--- src/rtl/trk_mode_pkg.sv ---
package trk_mode_pkg;
  typedef struct packed {
    logic clrDwell;
    logic incDwell;
    logic clrLoss;
    logic incLoss;
  } cntCmd_t;
endpackage

--- src/rtl/trk_mode_cnt.sv ---
module trk_mode_cnt
  import trk_mode_pkg::*;
#(
  parameter int DWELL_W     = 8,
  parameter int LOSS_EPOCHS = 3
) (
  input  logic               clk,
  input  logic               rstN,
  input  cntCmd_t            cmd,
  input  logic [DWELL_W-1:0] dwellEpochs,
  output logic               dwellHit,
  output logic               lossHit
);
  localparam int LOSS_W = $clog2(LOSS_EPOCHS + 1);

  logic [DWELL_W-1:0] dwellCnt;
  logic [LOSS_W-1:0]  lossCnt;

  always_ff @(posedge clk or negedge rstN) begin
    if (!rstN)             dwellCnt <= '0;
    else if (cmd.clrDwell) dwellCnt <= '0;
    else if (cmd.incDwell) dwellCnt <= dwellCnt + 1'b1;
  end

  always_ff @(posedge clk or negedge rstN) begin
    if (!rstN)            lossCnt <= '0;
    else if (cmd.clrLoss) lossCnt <= '0;
    else if (cmd.incLoss) lossCnt <= lossCnt + 1'b1;
  end

  // The hit flags look one tick ahead: they are true when the tick now being
  // counted completes the window.
  assign dwellHit = ({1'b0, dwellCnt} + {{DWELL_W{1'b0}}, 1'b1}) >= {1'b0, dwellEpochs};
  assign lossHit  = ({1'b0, lossCnt} + {{LOSS_W{1'b0}}, 1'b1}) >= (LOSS_W + 1)'(LOSS_EPOCHS);
endmodule

--- src/rtl/trk_mode_ctrl.sv ---
module trk_mode_ctrl
  import trk_mode_pkg::*;
#(
  parameter int STEP_W    = 3,
  parameter int NUM_STEPS = 4
) (
  input  logic              clk,
  input  logic              rstN,
  input  logic              startPulse,
  input  logic              epochTick,
  input  logic              freqLock,
  input  logic              phaseLock,
  input  logic              dwellHit,
  input  logic              lossHit,
  output cntCmd_t           cmd,
  output logic              modePll,
  output logic [STEP_W-1:0] bwIdx,
  output logic              modeUpd,
  output logic              bwUpd
);
  localparam logic [STEP_W-1:0] LAST_STEP = STEP_W'(NUM_STEPS - 1);

  logic              modeNxt;
  logic [STEP_W-1:0] idxNxt;
  logic              modeUpdNxt;
  logic              bwUpdNxt;
  logic              lockOk;
  logic              atTop;

  assign lockOk = modePll ? phaseLock : freqLock;
  assign atTop  = modePll && (bwIdx == LAST_STEP);

  always_comb begin
    modeNxt    = modePll;
    idxNxt     = bwIdx;
    modeUpdNxt = 1'b0;
    bwUpdNxt   = 1'b0;
    cmd        = '0;
    if (startPulse) begin
      modeNxt      = 1'b0;
      idxNxt       = '0;
      modeUpdNxt   = 1'b1;
      bwUpdNxt     = 1'b1;
      cmd.clrDwell = 1'b1;
      cmd.clrLoss  = 1'b1;
    end else if (epochTick) begin
      // loss filter only runs in the phase loop
      if (modePll && !phaseLock) cmd.incLoss = 1'b1;
      else                       cmd.clrLoss = 1'b1;

      if (modePll && !phaseLock && lossHit) begin
        modeNxt      = 1'b0;
        idxNxt       = '0;
        modeUpdNxt   = 1'b1;
        bwUpdNxt     = 1'b1;
        cmd.clrDwell = 1'b1;
        cmd.clrLoss  = 1'b1;
        cmd.incLoss  = 1'b0;
      end else if (lockOk && !atTop) begin
        if (dwellHit) begin
          cmd.clrDwell = 1'b1;
          bwUpdNxt     = 1'b1;
          if (bwIdx == LAST_STEP) begin
            modeNxt    = 1'b1;
            idxNxt     = '0;
            modeUpdNxt = 1'b1;
          end else begin
            idxNxt = bwIdx + 1'b1;
          end
        end else begin
          cmd.incDwell = 1'b1;
        end
      end else begin
        cmd.clrDwell = 1'b1;
      end
    end
  end

  always_ff @(posedge clk or negedge rstN) begin
    if (!rstN) begin
      modePll <= 1'b0;
      bwIdx   <= '0;
      modeUpd <= 1'b0;
      bwUpd   <= 1'b0;
    end else begin
      modePll <= modeNxt;
      bwIdx   <= idxNxt;
      modeUpd <= modeUpdNxt;
      bwUpd   <= bwUpdNxt;
    end
  end
endmodule

--- src/rtl/trk_mode_seq.sv ---
module trk_mode_seq
  import trk_mode_pkg::*;
#(
  parameter int DWELL_W     = 8,
  parameter int STEP_W      = 3,
  parameter int NUM_STEPS   = 4,
  parameter int LOSS_EPOCHS = 3
) (
  input  logic               clk,
  input  logic               rstN,
  input  logic               startPulse,
  input  logic               epochTick,
  input  logic               freqLock,
  input  logic               phaseLock,
  input  logic [DWELL_W-1:0] dwellEpochs,
  output logic               modePll,
  output logic [STEP_W-1:0]  bwIdx,
  output logic               modeUpd,
  output logic               bwUpd
);
  cntCmd_t cmd;
  logic    dwellHit;
  logic    lossHit;

  trk_mode_ctrl #(.STEP_W(STEP_W), .NUM_STEPS(NUM_STEPS)) u_ctrl (
    .clk(clk), .rstN(rstN), .startPulse(startPulse), .epochTick(epochTick),
    .freqLock(freqLock), .phaseLock(phaseLock), .dwellHit(dwellHit),
    .lossHit(lossHit), .cmd(cmd), .modePll(modePll), .bwIdx(bwIdx),
    .modeUpd(modeUpd), .bwUpd(bwUpd)
  );

  trk_mode_cnt #(.DWELL_W(DWELL_W), .LOSS_EPOCHS(LOSS_EPOCHS)) u_cnt (
    .clk(clk), .rstN(rstN), .cmd(cmd), .dwellEpochs(dwellEpochs),
    .dwellHit(dwellHit), .lossHit(lossHit)
  );
endmodule

--- config.mk ---
export PLATFORM = sky130hd
export DESIGN_NAME = trk_mode_seq
export DESIGN_NICKNAME = d
export VERILOG_FILES = /design/src/rtl/trk_mode_pkg.sv /design/src/rtl/trk_mode_cnt.sv /design/src/rtl/trk_mode_ctrl.sv /design/src/rtl/trk_mode_seq.sv
export SDC_FILE = /design/constraint.sdc
export NUM_CORES = 1
export LEC_CHECK = 0
export BUFFER_PORTS_ARGS = -buffer_cell sky130_fd_sc_hd__buf_2
export CORE_MARGIN = 2
export CORE_UTILIZATION = 38
export DETAILED_ROUTE_END_ITERATION = 10
export PLACE_DENSITY = 0.61
export REMOVE_ABC_BUFFERS = 1
export SYNTH_ARGS = -nofsm -noshare
export SYNTH_HDL_FRONTEND = slang
export SYNTH_SLANG_ARGS = --single-unit
--- constraint.sdc ---
create_clock -name clk -period 3.6 [get_ports clk]
set_clock_uncertainty 0.1 [all_clocks]
set_input_delay 0.72 -clock clk [delete_from_list [all_inputs] [get_ports clk]]
set_output_delay 0.72 -clock clk [all_outputs]
set_load 0.05 [all_outputs]
# Yosys cells after proc, flatten, opt, wreduce, memory -nomap -nowiden
# Cells that the tools add are included.
# totals
out_inout_bits	6
wordCells	69
ff_bits	16
in_bits	14
# op_classes
reduce_logical	14
addsub	5
order_cmp	2
muxes	41
n_eq_ne	1
# ops
operator	n
1-bit 2-to-1 mux	29
3-bit 2-to-1 mux	6
8-bit 2-to-1 mux	2
8-bit by 1-bit adder with 9-bit output (second input constant)	1
9-bit by 8-bit >= comparator with 1-bit output	1
3-bit nonzero test	3
8-bit by 1-bit adder with 8-bit output (second input constant)	1
2-bit 2-to-1 mux	3
2-bit nonzero test	3
1-bit logical AND	4
4-bit 2-to-1 mux	1
4-bit AND reduction	1
2-bit by 1-bit adder with 3-bit output (second input constant)	1
3-bit by 1-bit adder with 3-bit output (second input constant)	1
3-bit by 2-bit == test with 1-bit output (second input constant)	1
3-bit by 2-bit >= comparator with 1-bit output (second input constant)	1
3-bit AND reduction	1
2-bit by 1-bit adder with 2-bit output (second input constant)	1
1-bit zero test	2

# Depth between registers and ports, before layout
# Gate-level depths: netlist of run 1.
# logic_depth
word_depth	10
mapped_depth	11

# Modules after synthesis
# From an unflattened synthesis of run 1, not the netlist that was laid out.
# unflattened
hier_cells	125
area_unflattened_um2	1154.9
# modules_own_cells
mod	cells_each	area_per_inst_um2	seq_area_each_um2	instances
trk_mode_cnt	84	769.5	250.2	1
trk_mode_ctrl	41	385.4	150.1	1

# Least setup slack after synthesis of run 1
# OpenSTA, ideal clock, no wires.
# synth_timing
path_type	register -> register
from	reg u_cnt.dwellCnt[2]
to	reg u_ctrl.modeUpd
path_stages_with_launch	12
arrival_time_ps	2262
period_less_slack_ps	2480
setup_ps	119
slack_ps	1120
required_time_ps	3381
cell_sequence	dfrtp_1 -> and3_1 -> nand3_1 -> nor2_1 -> xor2_1 -> ha_1 -> and3_1 -> a22oi_1 -> o211ai_2 -> and3_1 -> buf_6 -> a21bo_1
# synth_via
elab_chain_cells	7
# synth_rtl
item	line	source
start: declaration	trk_mode_cnt.sv:16	logic [DWELL_W-1:0] dwellCnt;
start signal: assignment	trk_mode_cnt.sv:22	else if (cmd.incDwell) dwellCnt <= dwellCnt + 1'b1;
8-bit by 1-bit adder with 9-bit output	trk_mode_cnt.sv:33	assign dwellHit = ({1'b0, dwellCnt} + {{DWELL_W{1'b0}}, 1'b1}) >= {1'b0, dwellEpochs};
9-bit by 8-bit >= comparator with 1-bit output	trk_mode_cnt.sv:33	
1-bit 2-to-1 mux	trk_mode_ctrl.sv:60	if (dwellHit) begin
1-bit 2-to-1 mux	trk_mode_ctrl.sv:59	end else if (lockOk && !atTop) begin
1-bit 2-to-1 mux	trk_mode_ctrl.sv:51	if (modePll && !phaseLock && lossHit) begin
1-bit 2-to-1 mux	trk_mode_ctrl.sv:46	end else if (epochTick) begin
1-bit 2-to-1 mux	trk_mode_ctrl.sv:39	if (startPulse) begin
via u_ctrl.modeUpdNxt	trk_mode_ctrl.sv:25	logic modeUpdNxt;
end signal: assignment	trk_mode_ctrl.sv:88	modeUpd <= modeUpdNxt;
end: declaration	trk_mode_ctrl.sv:18	output logic modeUpd,
# The timed path passes the listed nets, and every way through them passes these cells.
# A chain may end at the register's enable or synchronous reset.

# Worst setup path in the final report of run 1
# Ends and elaborated chain as after synthesis.

==> results of run 1 <==
==> stage by stage <==
stage	std cells	setup slack (ns)	total power, mW	cell area [µm²]
2_1_floorplan	107	1.174	0.2080	1039
3_3_place_gp	157	0.9504	0.2241	1172
3_5_place_dp	157	0.8656	0.2246	1172
4_1_cts	161	0.8495	0.3412	1209
5_1_grt	161	0.6755	0.3542	1209
6_report	161	0.8683	0.3347	1209
==> cell type report <==
cell class / count / share of cell area
Inverter: 9 / 0.02795
Multi-Input combinational cell: 82 / 0.5000
Timing Repair Buffer: 19 / 0.07867
Clock buffer: 4 / 0.03002
Sequential cell: 16 / 0.3313
Tap cell: 31 / 0.03209
==> routing by layer <==
metal  part of all wire  global-route usage  vias to the layer above
met5                  0                   0                        -
li1                   -                   -                      427
met4                  0             0.01020                        0
met2               0.50              0.2292                       12
met1               0.45              0.1584                      412
met3              0.047             0.05069                        0
==> report_power, final <==
part           switching, mW  internal, mW
sequential           0.00158         0.182
clock                 0.0527        0.0615
combinational         0.0225        0.0147
total                 0.0768         0.258
==> sequential cells by signal, indices dropped and copies added (netlist names) <==
signal and flops:
u_ctrl.bwIdx 3, u_ctrl.bwUpd 1, u_cnt.dwellCnt 8, u_ctrl.modeUpd 1, u_cnt.lossCnt 2, u_ctrl.modePll 1
==> worst max-delay path, delay by kind of cell, from the launching register on <==
family,cells,cell delay [ns]
xor+xnor,1,0.24
simple gates,5,1.00
compound gates,3,0.58
flops,1,0.43
fa+ha+maj,1,0.28
==> worst max path at each step <==
stage / cells past startpoint / from / end
final: 10 / u_cnt.dwellCnt[2] / u_ctrl.modeUpd
after global routing: 10 / u_cnt.dwellCnt[2] / u_ctrl.bwIdx[0]
after CTS: 10 / u_cnt.dwellCnt[2] / u_ctrl.bwIdx[0]
after detailed placement: 10 / u_cnt.dwellCnt[2] / u_ctrl.modeUpd
after global placement: 10 / u_cnt.dwellCnt[2] / u_ctrl.modeUpd
after floorplan: 10 / u_cnt.dwellCnt[2] / u_ctrl.modeUpd
==> placed cells by master (no fill, tap or decap) <==
cell type                    n
sky130_fd_sc_hd__a22o_1      5
sky130_fd_sc_hd__o21ai_0     2
sky130_fd_sc_hd__a41oi_1     1
sky130_fd_sc_hd__xnor2_1     2
sky130_fd_sc_hd__nand3b_1    1
sky130_fd_sc_hd__a31oi_1     1
sky130_fd_sc_hd__clkbuf_4    3
sky130_fd_sc_hd__ha_1       12
sky130_fd_sc_hd__and3_1      3
sky130_fd_sc_hd__or2_2       1
sky130_fd_sc_hd__nor2b_1     3
sky130_fd_sc_hd__xor2_1      2
sky130_fd_sc_hd__o2111ai_1   1
sky130_fd_sc_hd__a22oi_1     1
sky130_fd_sc_hd__or2_1       4
sky130_fd_sc_hd__o21ai_1     1
sky130_fd_sc_hd__a211oi_2    1
sky130_fd_sc_hd__o22ai_1     1
sky130_fd_sc_hd__nand2b_1    3
sky130_fd_sc_hd__clkbuf_8    1
sky130_fd_sc_hd__a21bo_1     1
sky130_fd_sc_hd__buf_2      19
sky130_fd_sc_hd__a21o_1      4
sky130_fd_sc_hd__nor2_1      3
sky130_fd_sc_hd__o211ai_2    1
sky130_fd_sc_hd__a21oi_2     1
sky130_fd_sc_hd__nand3_1     7
sky130_fd_sc_hd__a21oi_1     2
sky130_fd_sc_hd__mux2i_1     2
sky130_fd_sc_hd__dfrtp_1    16
sky130_fd_sc_hd__nand2_1    12
sky130_fd_sc_hd__inv_1       9
sky130_fd_sc_hd__nor2_2      1
sky130_fd_sc_hd__and4_4      1
sky130_fd_sc_hd__a211oi_1    2
==> synth_stat cells, drive strengths merged <==
cell,instances
a22o,5
and3,3
a21bo,1
buf,1
mux2i,2
or2,5
o22ai,1
o21ai,3
nand2,12
a21oi,3
nand3b,1
o2111ai,1
inv,9
a21o,4
ha,12
a22oi,1
nand2b,3
a41oi,1
a31oi,1
o211ai,1
and4,1
a211oi,3
nor2b,3
xor2,2
dfrtp,16
nand3,7
nor2,4
xnor2,2
==> kinds of logic (layout without fill, tap and decap cells) <==
family,Yosys count,count (layout),synth area share
muxes,2,2,0.01907
DFF,16,16,0.3814
buffers and inverters,10,32,0.04291
xor gates and xnor gates,4,4,0.03338
and+or+nand+nor,39,39,0.1943
AOI/OAI and AO/OA,25,25,0.1859
adders and majority gates,12,12,0.1430
==> metrics.log, run 1 <==
INFO  metric run_status = complete, no violations
INFO  metric synthToLayoutAreaGrowth = 15.14%
INFO  metric slew_headroom = 0.5703
INFO  metric final_min_period_over_clock_period = 0.7588
INFO  metric worst_ir_drop_vdd = 0.2342 mV
INFO  metric clkSlewWorstSetupHoldPaths = 0.09 ns
INFO  metric ctsHoldBuffers = 0
INFO  metric final_max_slew_viol_count = 0
INFO  metric crit_path_max_incr_delay = around 0.43 ns
INFO  metric wl_per_cell = about 12 µm
INFO  metric reg2reg_to = u_ctrl.modeUpd
INFO  metric multi_input_comb_area = 604.3 µm²
INFO  metric maxClockFrequency = about 370 MHz
INFO  metric diodes = 0
INFO  metric row_count = 19
INFO  metric drv.max_cap_violation_count = 0
INFO  metric area_share_of_the_largest_cell_type_after_synthesis = 0.3814
INFO  metric cp_cell_sequence = and3_1 -> nand3_1 -> nor2_1 -> xor2_1 -> ha_1 -> and3_1 -> a22oi_1 -> o211ai_2 -> and3_1 -> a21bo_1
INFO  metric mappedNetlistArea = roughly 1000 µm²
INFO  metric number_of_instances_in_the_synthesized_netlist = 108
INFO  metric gr-total-overflow = 0
INFO  metric tightest_slew = approximately 0.64 ns
INFO  metric via_count_of_the_first_global_routing_pass = 820
INFO  metric timing.critical_path.fanout_max = 6
INFO  metric final_layout_size_suffix_gt1_frac = 0.2231
INFO  metric clk-insertion-delay-late = about 0.28 ns
INFO  metric routed_wl = 1.871 mm
INFO  metric crit-reg2reg-launch = u_cnt.dwellCnt[2]
INFO  metric floorplan.initialDensity = 0.3908
INFO  metric die-height = approximately 57 µm
INFO  metric critical_path.slowest_cell = sky130_fd_sc_hd__dfrtp_1
INFO  metric power_density = between 200 and 300 nW/µm²
INFO  metric fin_tns_setup = 0 ns
INFO  metric min_path_type = primary input to asynchronous set/reset pin
INFO  metric tritoncts.num_buffers = 3
INFO  metric crit_required = around 3.7 ns
INFO  metric number_of_antenna_violations_at_the_first_check_in_global_routing = 0
INFO  metric count_of_nets_left_with_antenna_violations_after_detail_routing = 0
INFO  metric worst-endpoint-arrival = between 2 and 3 ns
INFO  metric regToRegSetupSlack = slightly below 0.9 ns
INFO  metric power_leakage = between 0.6 and 0.7 nW
INFO  metric routed-via-count = around 850
INFO  metric clock_tree_from_tritoncts = done
INFO  metric postCtsSetupRepairBufs = 0
INFO  metric gates_resized_cts_repair = 0
INFO  metric cts_max_level = 1
INFO  metric clock-root-buffer = sky130_fd_sc_hd__clkbuf_4
INFO  metric cts_buffer_depth = 2
INFO  metric ff_latch_area = around 400 µm²
INFO  metric yosysTopAreaCell = sky130_fd_sc_hd__dfrtp_1
INFO  metric routed_via_density = ~5.3
INFO  metric dr_drc_count = 0
INFO  metric final_util = 0.4499
INFO  metric num-nets-final = around 160
INFO  metric synth_area_leaders = sky130_fd_sc_hd__dfrtp_1 38%, sky130_fd_sc_hd__ha_1 14%, sky130_fd_sc_hd__nand2_1 4.3%
INFO  metric number_of_hold_violations_in_the_final_report = 0
INFO  metric grt_setup_unrepaired = no
INFO  metric grt_max_degree = 17
INFO  metric ys_seq_elements = 16
INFO  metric grt_first_pass_wirelength = 3.339 mm
INFO  metric finalWorstPathRequiredPeriod = about 2.7 ns
INFO  metric yosysSeqAreaShare = 0.3814
INFO  metric pre_antenna_drt_iters = 4
INFO  metric die_width = around 57 µm
INFO  metric worstSetupPathType = flip-flop to flip-flop
INFO  metric place.gp.congestion = 0.7441
INFO  metric synth.avg_cell_area = about 9.7 µm²
INFO  metric ff2ff_path_depth = 10
INFO  metric clock_sink_count = 16
INFO  metric die_area = 3199 µm²
INFO  metric place.port_buffers = 19
INFO  metric warnings_from_yosys = 0
INFO  metric dp_hpwl = between 1.5 and 2 mm
INFO  metric hold-worst-slack = roughly 0.23 ns
INFO  metric critPathCaptureType = flip-flop
INFO  metric worst_path_most_repeated_cell = sky130_fd_sc_hd__and3_1
INFO  metric io-pin-count = 20
INFO  metric finalSetupViolCount = 0
INFO  metric total_grt_usage = 0.1311
INFO  metric filler_cell_count = about 280
INFO  metric core = around 2700 µm²
INFO  metric post_synth_num_cell_types = 33
INFO  metric drt_iter0_drc = 28
INFO  metric cp-start-kind = flip-flop
Note: power is estimated with default switching activity, not from simulation.
==> run 2, diff against run 1 <==
--- a/config.mk
+++ b/config.mk
@@ -9,7 +9,7 @@
 export CORE_MARGIN = 2
 export CORE_UTILIZATION = 38
 export DETAILED_ROUTE_END_ITERATION = 10
-export PLACE_DENSITY = 0.61
+export PLACE_DENSITY = 0.64
 export REMOVE_ABC_BUFFERS = 1
 export SYNTH_ARGS = -nofsm -noshare
 export SYNTH_HDL_FRONTEND = slang
==> constraint.sdc (replaced) <==
create_clock -name clk -period 2.4 [get_ports clk]
set_clock_uncertainty 0.1 [all_clocks]
set_input_delay 0.48 -clock clk [delete_from_list [all_inputs] [get_ports clk]]
set_output_delay 0.48 -clock clk [all_outputs]
set_load 0.05 [all_outputs]
==> run 2 against run 1 <==
The run now ends with hold timing, setup timing left. Clock power rose by 19%. Clock-buffer cell count decreased by 1. Cell count rose by 14%. First-iteration DRC count down 54%. Combinational power increased by 110%. Sequential share of layout area down 6.7 points. Total power is 46% higher. Critical path type unchanged. Largest cell class unchanged. Largest power group unchanged.
==> metrics.log, run 2 (synthesis gave the netlist of run 1 again) <==
INFO  metric final_max_slew_viol_count = 0
INFO  metric regToRegSetupSlack = -0.04 ns
INFO  metric clock_sink_count = 16
INFO  metric regMostFlops = u_cnt.dwellCnt
INFO  metric routed_via_density = 5.186
INFO  metric final_layout_size_suffix_gt1_frac = 0.4539
INFO  metric power_leakage = 0.7870 nW
INFO  metric dr_drc_count = 0
INFO  metric drv.max_cap_violation_count = 0
INFO  metric routed-via-count = 949
INFO  metric worst-endpoint-arrival = 2.55 ns
INFO  metric finalWorstPathRequiredPeriod = between 2 and 2.5 ns
INFO  metric drt_iter0_drc = 13
INFO  metric placed_cells = between 150 and 200
INFO  metric core = 2686 µm²
INFO  metric number_of_antenna_violations_at_the_first_check_in_global_routing = 0
INFO  metric reg.largest.list = u_cnt.dwellCnt x8, u_ctrl.bwIdx x3, u_cnt.lossCnt x2
INFO  metric cts_buffer_depth = 2
INFO  metric clkSlewWorstSetupHoldPaths = about 0.09 ns
INFO  metric largest_register_ffs = 8
INFO  metric wl_per_cell = roughly 14 µm
INFO  metric crit_required = ~2.5 ns
INFO  metric tritoncts.num_buffers = 3
INFO  metric total_grt_usage = 0.1680
INFO  metric reg2reg_to = u_cnt.dwellCnt[0]
INFO  metric row_count = 19
INFO  metric cp-start-kind = flip-flop
INFO  metric place.port_buffers = 19
INFO  metric clock-root-buffer = sky130_fd_sc_hd__clkbuf_4
INFO  metric dpl_cell_area = around 1300 µm²
INFO  metric routed_wl = between 2 and 3 mm
INFO  metric gr-total-overflow = 0
INFO  metric via_count_of_the_first_global_routing_pass = ~960
INFO  metric floorplan.initialDensity = 0.3908
INFO  metric fin_area = around 1500 µm²
INFO  metric min_path_type = primary input to asynchronous set/reset pin
INFO  metric synthToLayoutAreaGrowth = 44.93%
INFO  metric final_util = 0.5664
INFO  metric power_density = 321.3 nW/µm²
INFO  metric grt_max_degree = 17
INFO  metric timing.final.ws_setup = -0.04012 ns
INFO  metric timing.critical_path.fanout_max = 4
INFO  metric grt_setup_unrepaired = yes
INFO  metric die_width = between 50 and 60 µm
INFO  metric grt_first_pass_wirelength = 4.222 mm
INFO  metric count_of_nets_left_with_antenna_violations_after_detail_routing = 0
INFO  metric tightest_slew = a little under 0.7 ns
INFO  metric finalSetupViolCount = 6
INFO  metric clk-insertion-delay-late = 0.28 ns
INFO  metric diodes = 0
INFO  metric place.gp.congestion = about 0.77
INFO  metric clock_tree_from_tritoncts = done
INFO  metric layout.cells.most_common_list = 20 x sky130_fd_sc_hd__buf_4, 19 x sky130_fd_sc_hd__buf_2, 15 x sky130_fd_sc_hd__dfrtp_1
INFO  metric die_area = around 3200 µm²
INFO  metric crit-reg2reg-launch = u_cnt.dwellCnt[4]
INFO  metric worst_ir_drop_vdd = 0.3804 mV
INFO  metric critPathCaptureType = flip-flop
INFO  metric failing_checks = hold timing, setup timing
INFO  metric final_min_period_over_clock_period = 1.017
INFO  metric final_common_cell = sky130_fd_sc_hd__buf_4
INFO  metric dp_hpwl = around 1.8 mm
INFO  metric num-nets-final = 180
INFO  metric io-pin-count = 20
INFO  metric number_of_hold_violations_in_the_final_report = 10
INFO  metric instances_no_fill = approximately 180
INFO  metric slew_headroom = 0.5375
INFO  metric post-layout-total-power = 488.9 µW
INFO  metric run_status = finished, violations left
INFO  metric worstSetupPathType = flip-flop to flip-flop
INFO  metric cts_max_level = 1
INFO  metric pre_antenna_drt_iters = 4
INFO  metric ff2ff_path_depth = 11
INFO  metric maxClockFrequency = slightly above 400 MHz
INFO  metric hold-worst-slack = -0.007824 ns
INFO  metric die-height = around 57 µm
-- run 2: cell types whose count changed in the layout (fill, tap and decap cells not counted), sizes merged --
cell / before / now
buf: 19 / 42
clkbuf: 4 / 3
-- run 2: worst max path at each step --
stage | cells after the start | slack (ns) | startpoint | end
detailed placement | 11 | -0.25 | u_cnt.dwellCnt[4] | u_cnt.dwellCnt[6]
CTS | 10 | 0.008 | u_cnt.dwellCnt[2] | u_ctrl.bwIdx[1]
global route | 11 | -0.15 | u_cnt.dwellCnt[4] | u_cnt.dwellCnt[0]
floorplan | 10 | -0.03 | u_cnt.dwellCnt[2] | u_ctrl.modeUpd
global placement | 11 | -0.20 | u_cnt.dwellCnt[4] | u_cnt.dwellCnt[6]
finish | 11 | -0.04 | u_cnt.dwellCnt[4] | u_cnt.dwellCnt[0]
-- run 2: through the flow --
step | setup TNS [ns] | worst slack, ns
after floorplan | -0.02640 | -0.02640
after global placement | -1.647 | -0.2002
after detailed placement | -2.151 | -0.2514
after CTS | 0 | 0.008222
after global routing | -1.259 | -0.1516
final | -0.1102 | -0.04012
-- run 2: area by class of cell --
| cell class | instances | area [µm²] |
|---|---|---|
| inverter | 9 | 33.78 |
| fill | 228 | 1165 |
| tap | 31 | 38.79 |
| timing repair buffer | 42 | 279.0 |
| sequential | 16 | 401.6 |
| multi-input combinational | 82 | 745.7 |
| clock buffer | 3 | 22.52 |
-- run 2: worst max-delay path: stages (launching register included) --
cell and delay [ns]:
sky130_fd_sc_hd__dfrtp_1 0.37, sky130_fd_sc_hd__and3_4 0.22, sky130_fd_sc_hd__nand3_4 0.10, sky130_fd_sc_hd__nor2_4 0.11, sky130_fd_sc_hd__xor2_2 0.17, sky130_fd_sc_hd__ha_1 0.26, sky130_fd_sc_hd__and3_4 0.19, sky130_fd_sc_hd__a22oi_2 0.24
sky130_fd_sc_hd__o211ai_4 0.13, sky130_fd_sc_hd__buf_6 0.14, sky130_fd_sc_hd__or2_1 0.21, sky130_fd_sc_hd__o21ai_1 0.12
-- run 2: timing repair --
item	in CTS	in global routing
pin swaps	10	14
buffers inserted	5	5
gates resized for setup	15	13
gates cloned	0	0
setup endpoints to repair	14	14
hold buffers	0	0
-- run 2: where the power goes --
part	internal, mW	switching [mW]
Combinational	0.0342	0.0441
Sequential	0.273	0.00250
Clock	0.0582	0.0773
-- run 2: routing by layer --
metal  vias to the layer above  wire length [µm]  GRT usage
met5                         -                 0          0
met4                         0                16    0.02041
met3                         2                84    0.04839
met2                        14              1314     0.2957
met1                       457              1117     0.2088
li1                        476                 -          -
==> run 3, diff against run 2 <==
--- a/config.mk
+++ b/config.mk
@@ -5,11 +5,12 @@
 export SDC_FILE = /design/constraint.sdc
 export NUM_CORES = 1
 export LEC_CHECK = 0
+export ABC_AREA = 1
 export BUFFER_PORTS_ARGS = -buffer_cell sky130_fd_sc_hd__buf_2
 export CORE_MARGIN = 2
 export CORE_UTILIZATION = 38
 export DETAILED_ROUTE_END_ITERATION = 10
-export PLACE_DENSITY = 0.64
+export PLACE_DENSITY = 0.63
 export REMOVE_ABC_BUFFERS = 1
 export SYNTH_ARGS = -nofsm -noshare
 export SYNTH_HDL_FRONTEND = slang
==> run 3 against run 2 <==
The flow finishes with violations (hold timing). Via count is 6.0% higher. Non-clock buffer count is 17 lower. Utilization is 9.3 points lower. Total power is 22% higher. Cell count is 16% higher. Largest power group unchanged.
==> metrics.log, run 3 <==
INFO  metric post_synth_num_cell_types = 21
INFO  metric filler_cell_count = a little under 300
INFO  metric synth.avg_cell_area = 7.665 µm²
INFO  metric timing.critical_path.fanout_max = 4
INFO  metric dp_hpwl = ~1.7 mm
INFO  metric min_path_type = primary input to asynchronous set/reset pin
INFO  metric final_common_cell = sky130_fd_sc_hd__nand2_1
INFO  metric dpl_cell_area = 1294 µm²
INFO  metric failing_checks = hold timing
INFO  metric grt_max_degree = 17
INFO  metric worstSetupPathType = flip-flop to flip-flop
INFO  metric place.port_buffers = 19
INFO  metric count_of_nets_left_with_antenna_violations_after_detail_routing = 0
INFO  metric gr-total-overflow = 0
INFO  metric diodes = 0
INFO  metric total_grt_usage = 0.1368
INFO  metric cts_max_level = 1
INFO  metric final_max_slew_viol_count = 0
INFO  metric ys_dominant_reg_cell = sky130_fd_sc_hd__dfrtp_1
INFO  metric final_min_period_over_clock_period = 0.9177
INFO  metric drt_iter0_drc = 22
INFO  metric finalWorstPathRequiredPeriod = between 2 and 2.5 ns
INFO  metric area_share_of_the_largest_cell_type_after_synthesis = 0.3459
INFO  metric place.gp.congestion = 0.7736
INFO  metric grt_first_pass_wirelength = between 3 and 4 mm
INFO  metric slew_headroom = 0.7380
INFO  metric synth_async_sr_flop_share = 1.000
INFO  metric routed-via-count = between 1000 and 1500
INFO  metric dr_drc_count = 0
INFO  metric crit_path_max_incr_delay = about 0.43 ns
INFO  metric core = between 2000 and 3000 µm²
INFO  metric crit_required = ~2.5 ns
INFO  metric number_of_instances_in_the_synthesized_netlist = approximately 150
INFO  metric tightest_slew = between 0.3 and 0.4 ns
INFO  metric power_density = ~420 nW/µm²
INFO  metric clock_sink_count = 16
INFO  metric warnings_from_yosys = 0
INFO  metric largest_register_ffs = 8
INFO  metric synthToLayoutAreaGrowth = 21.84%
INFO  metric power_leakage = about 0.83 nW
INFO  metric row_count = 20
INFO  metric clock-root-buffer = sky130_fd_sc_hd__clkbuf_4
INFO  metric maxClockFrequency = approximately 450 MHz
INFO  metric cp-start-kind = flip-flop
INFO  metric finalSetupViolCount = 0
INFO  metric yosys.cell_count.top_type = sky130_fd_sc_hd__nand2_1
INFO  metric die_width = 59.19 µm
INFO  metric yosysSeqAreaShare = 0.3459
INFO  metric ff_latch_area = between 400 and 500 µm²
INFO  metric tritoncts.num_buffers = 3
INFO  metric multi_input_comb_area = around 660 µm²
INFO  metric die-height = ~59 µm
INFO  metric yosysTopAreaCell = sky130_fd_sc_hd__dfrtp_1
INFO  metric clk-insertion-delay-late = between 0.2 and 0.3 ns
INFO  metric layout.cells.most_common_list = 38 x sky130_fd_sc_hd__nand2_1, 28 x sky130_fd_sc_hd__inv_1, 19 x sky130_fd_sc_hd__buf_2
INFO  metric critical_path.slowest_cell = sky130_fd_sc_hd__dfrtp_2
INFO  metric run_status = finished, violations left
INFO  metric final_layout_size_suffix_gt1_frac = 0.3056
INFO  metric floorplan.initialDensity = 0.3887
INFO  metric cts_buffer_depth = 2
INFO  metric ys_seq_elements = 16
INFO  metric hold-worst-slack = -0.002928 ns
INFO  metric reg.largest.list = u_cnt.dwellCnt x8, u_ctrl.bwIdx x3, u_cnt.lossCnt x2
INFO  metric worst-endpoint-arrival = around 2.3 ns
INFO  metric die_area = 3503 µm²
INFO  metric pre_antenna_drt_iters = 4
INFO  metric drv.max_cap_violation_count = 0
INFO  metric number_of_antenna_violations_at_the_first_check_in_global_routing = 0
INFO  metric cp_cell_sequence = ha_2 -> nand3_2 -> xor2_1 -> inv_1 -> ha_4 -> nand2_2 -> inv_1 -> nand2_1 -> nand3_1 -> nand2_1 -> nand2_1 -> nand2_2 -> nand2_4 -> nand2_4 -> nand2_4 -> buf_4
INFO  metric regMostFlops = u_cnt.dwellCnt
INFO  metric routed_via_density = approximately 4.7
INFO  metric clock_tree_from_tritoncts = done
INFO  metric number_of_hold_violations_in_the_final_report = 12
INFO  metric commonest_cells_in_the_synthesized_netlist = 40 x sky130_fd_sc_hd__nand2_1, 28 x sky130_fd_sc_hd__inv_1, 16 x sky130_fd_sc_hd__dfrtp_1
INFO  metric clkSlewWorstSetupHoldPaths = 0.09 ns
INFO  metric mappedNetlistArea = between 1000 and 1500 µm²
INFO  metric critPathCaptureType = flip-flop
INFO  metric worstPathBufferInverterCount = 3
INFO  metric wl_per_cell = ~10 µm
INFO  metric io-pin-count = 20
INFO  metric routed_wl = 2.164 mm
INFO  metric worst_path_dominant_cell_family = simple AND/OR/NAND/NOR gates
INFO  metric post_synth_edffs = 0
INFO  metric via_count_of_the_first_global_routing_pass = 913
INFO  metric synth_area_leaders = sky130_fd_sc_hd__dfrtp_1 35%, sky130_fd_sc_hd__ha_1 13%, sky130_fd_sc_hd__nand2_1 13%
INFO  metric fin_area = 1410 µm²
INFO  metric worst_ir_drop_vdd = between 0.2 and 0.3 mV
INFO  metric num-nets-final = between 200 and 250
## run 3: power breakdown
group | total, mW | switching, mW | leakage, nW | internal (mW)
registers | 0.290 | 0.00917 | 0.216 | 0.281
clock network | 0.171 | 0.0789 | 0.0210 | 0.0922
logic | 0.135 | 0.0895 | 0.592 | 0.0459
## run 3: per-stage QoR
step / TNS (ns) / power, mW / std cells / worst slack, ns / util
floorplan: 0 / 0.3802 / 151 / 0.2981 / -
global placement: 0 / 0.4160 / 203 / 0.1812 / 0.4345
detailed placement: 0 / 0.4198 / 203 / 0.07376 / 0.4345
CTS: 0 / 0.5973 / 207 / 0.05751 / 0.4466
global route: -0.004536 / 0.6380 / 213 / -0.004536 / 0.4735
finish: 0 / 0.5965 / 213 / 0.1976 / 0.4735
## run 3: layout make-up
cell class / count / share of cell area
Sequential cell: 16 / 0.2848
Timing Repair Buffer: 25 / 0.1020
Multi-Input combinational cell: 103 / 0.4712
Inverter: 32 / 0.08696
Tap cell: 33 / 0.02928
Clock buffer: 4 / 0.02573
## run 3: kinds of logic after synthesis
group           after synthesis  synth area share
simple gates                 75            0.3254
flops                        16            0.3459
xor+xnor                      5           0.03784
buf+inv                      32            0.1038
compound gates               11           0.05729
fa+ha+maj                    12            0.1297
## run 3: repair_timing
item / 4_1_cts / 5_1_grt
resized for setup: 0 / 10
buffers inserted: 0 / 6
endpoints found under the setup margin: 0 / 13
hold buffers: 0 / 0
## run 3: worst register-to-register path, cell delays in order, from the launching register on
cell	delay, ns
sky130_fd_sc_hd__dfrtp_2	0.43
sky130_fd_sc_hd__ha_2	0.19
sky130_fd_sc_hd__nand3_2	0.08
sky130_fd_sc_hd__xor2_1	0.14
sky130_fd_sc_hd__inv_1	0.10
sky130_fd_sc_hd__ha_4	0.25
sky130_fd_sc_hd__nand2_2	0.07
sky130_fd_sc_hd__inv_1	0.04
sky130_fd_sc_hd__nand2_1	0.05
sky130_fd_sc_hd__nand3_1	0.07
sky130_fd_sc_hd__nand2_1	0.06
sky130_fd_sc_hd__nand2_1	0.05
sky130_fd_sc_hd__nand2_2	0.09
sky130_fd_sc_hd__nand2_4	0.08
sky130_fd_sc_hd__nand2_4	0.11
sky130_fd_sc_hd__nand2_4	0.06
sky130_fd_sc_hd__buf_4	0.13
## run 3: layer usage
metal / share of wire / global-route usage
met2: 0.49 / 0.2355
met3: 0.031 / 0.01965
met4: 0.016 / 0.06169
met5: 0 / 0
met1: 0.46 / 0.1673
## run 3: worst paths after layout
| path | start | to | slack [ns] | depth (start not counted) |
|---|---|---|---|---|
| worst min register to register | u_cnt.lossCnt[0] | u_cnt.lossCnt[0] | 0.43 | 1 |
| worst min-delay path | rstN | u_ctrl.modePll | -0.003 | 1 |
| min in group clk | epochTick | u_cnt.lossCnt[0] | 0.42 | 3 |
| worst max register to register | u_cnt.dwellCnt[0] | u_ctrl.bwUpd | 0.20 | 16 |
| worst max-delay path | u_cnt.dwellCnt[0] | u_ctrl.bwUpd | 0.20 | 16 |
| max in group asynchronous | rstN | u_cnt.dwellCnt[0] | 1.92 | 1 |
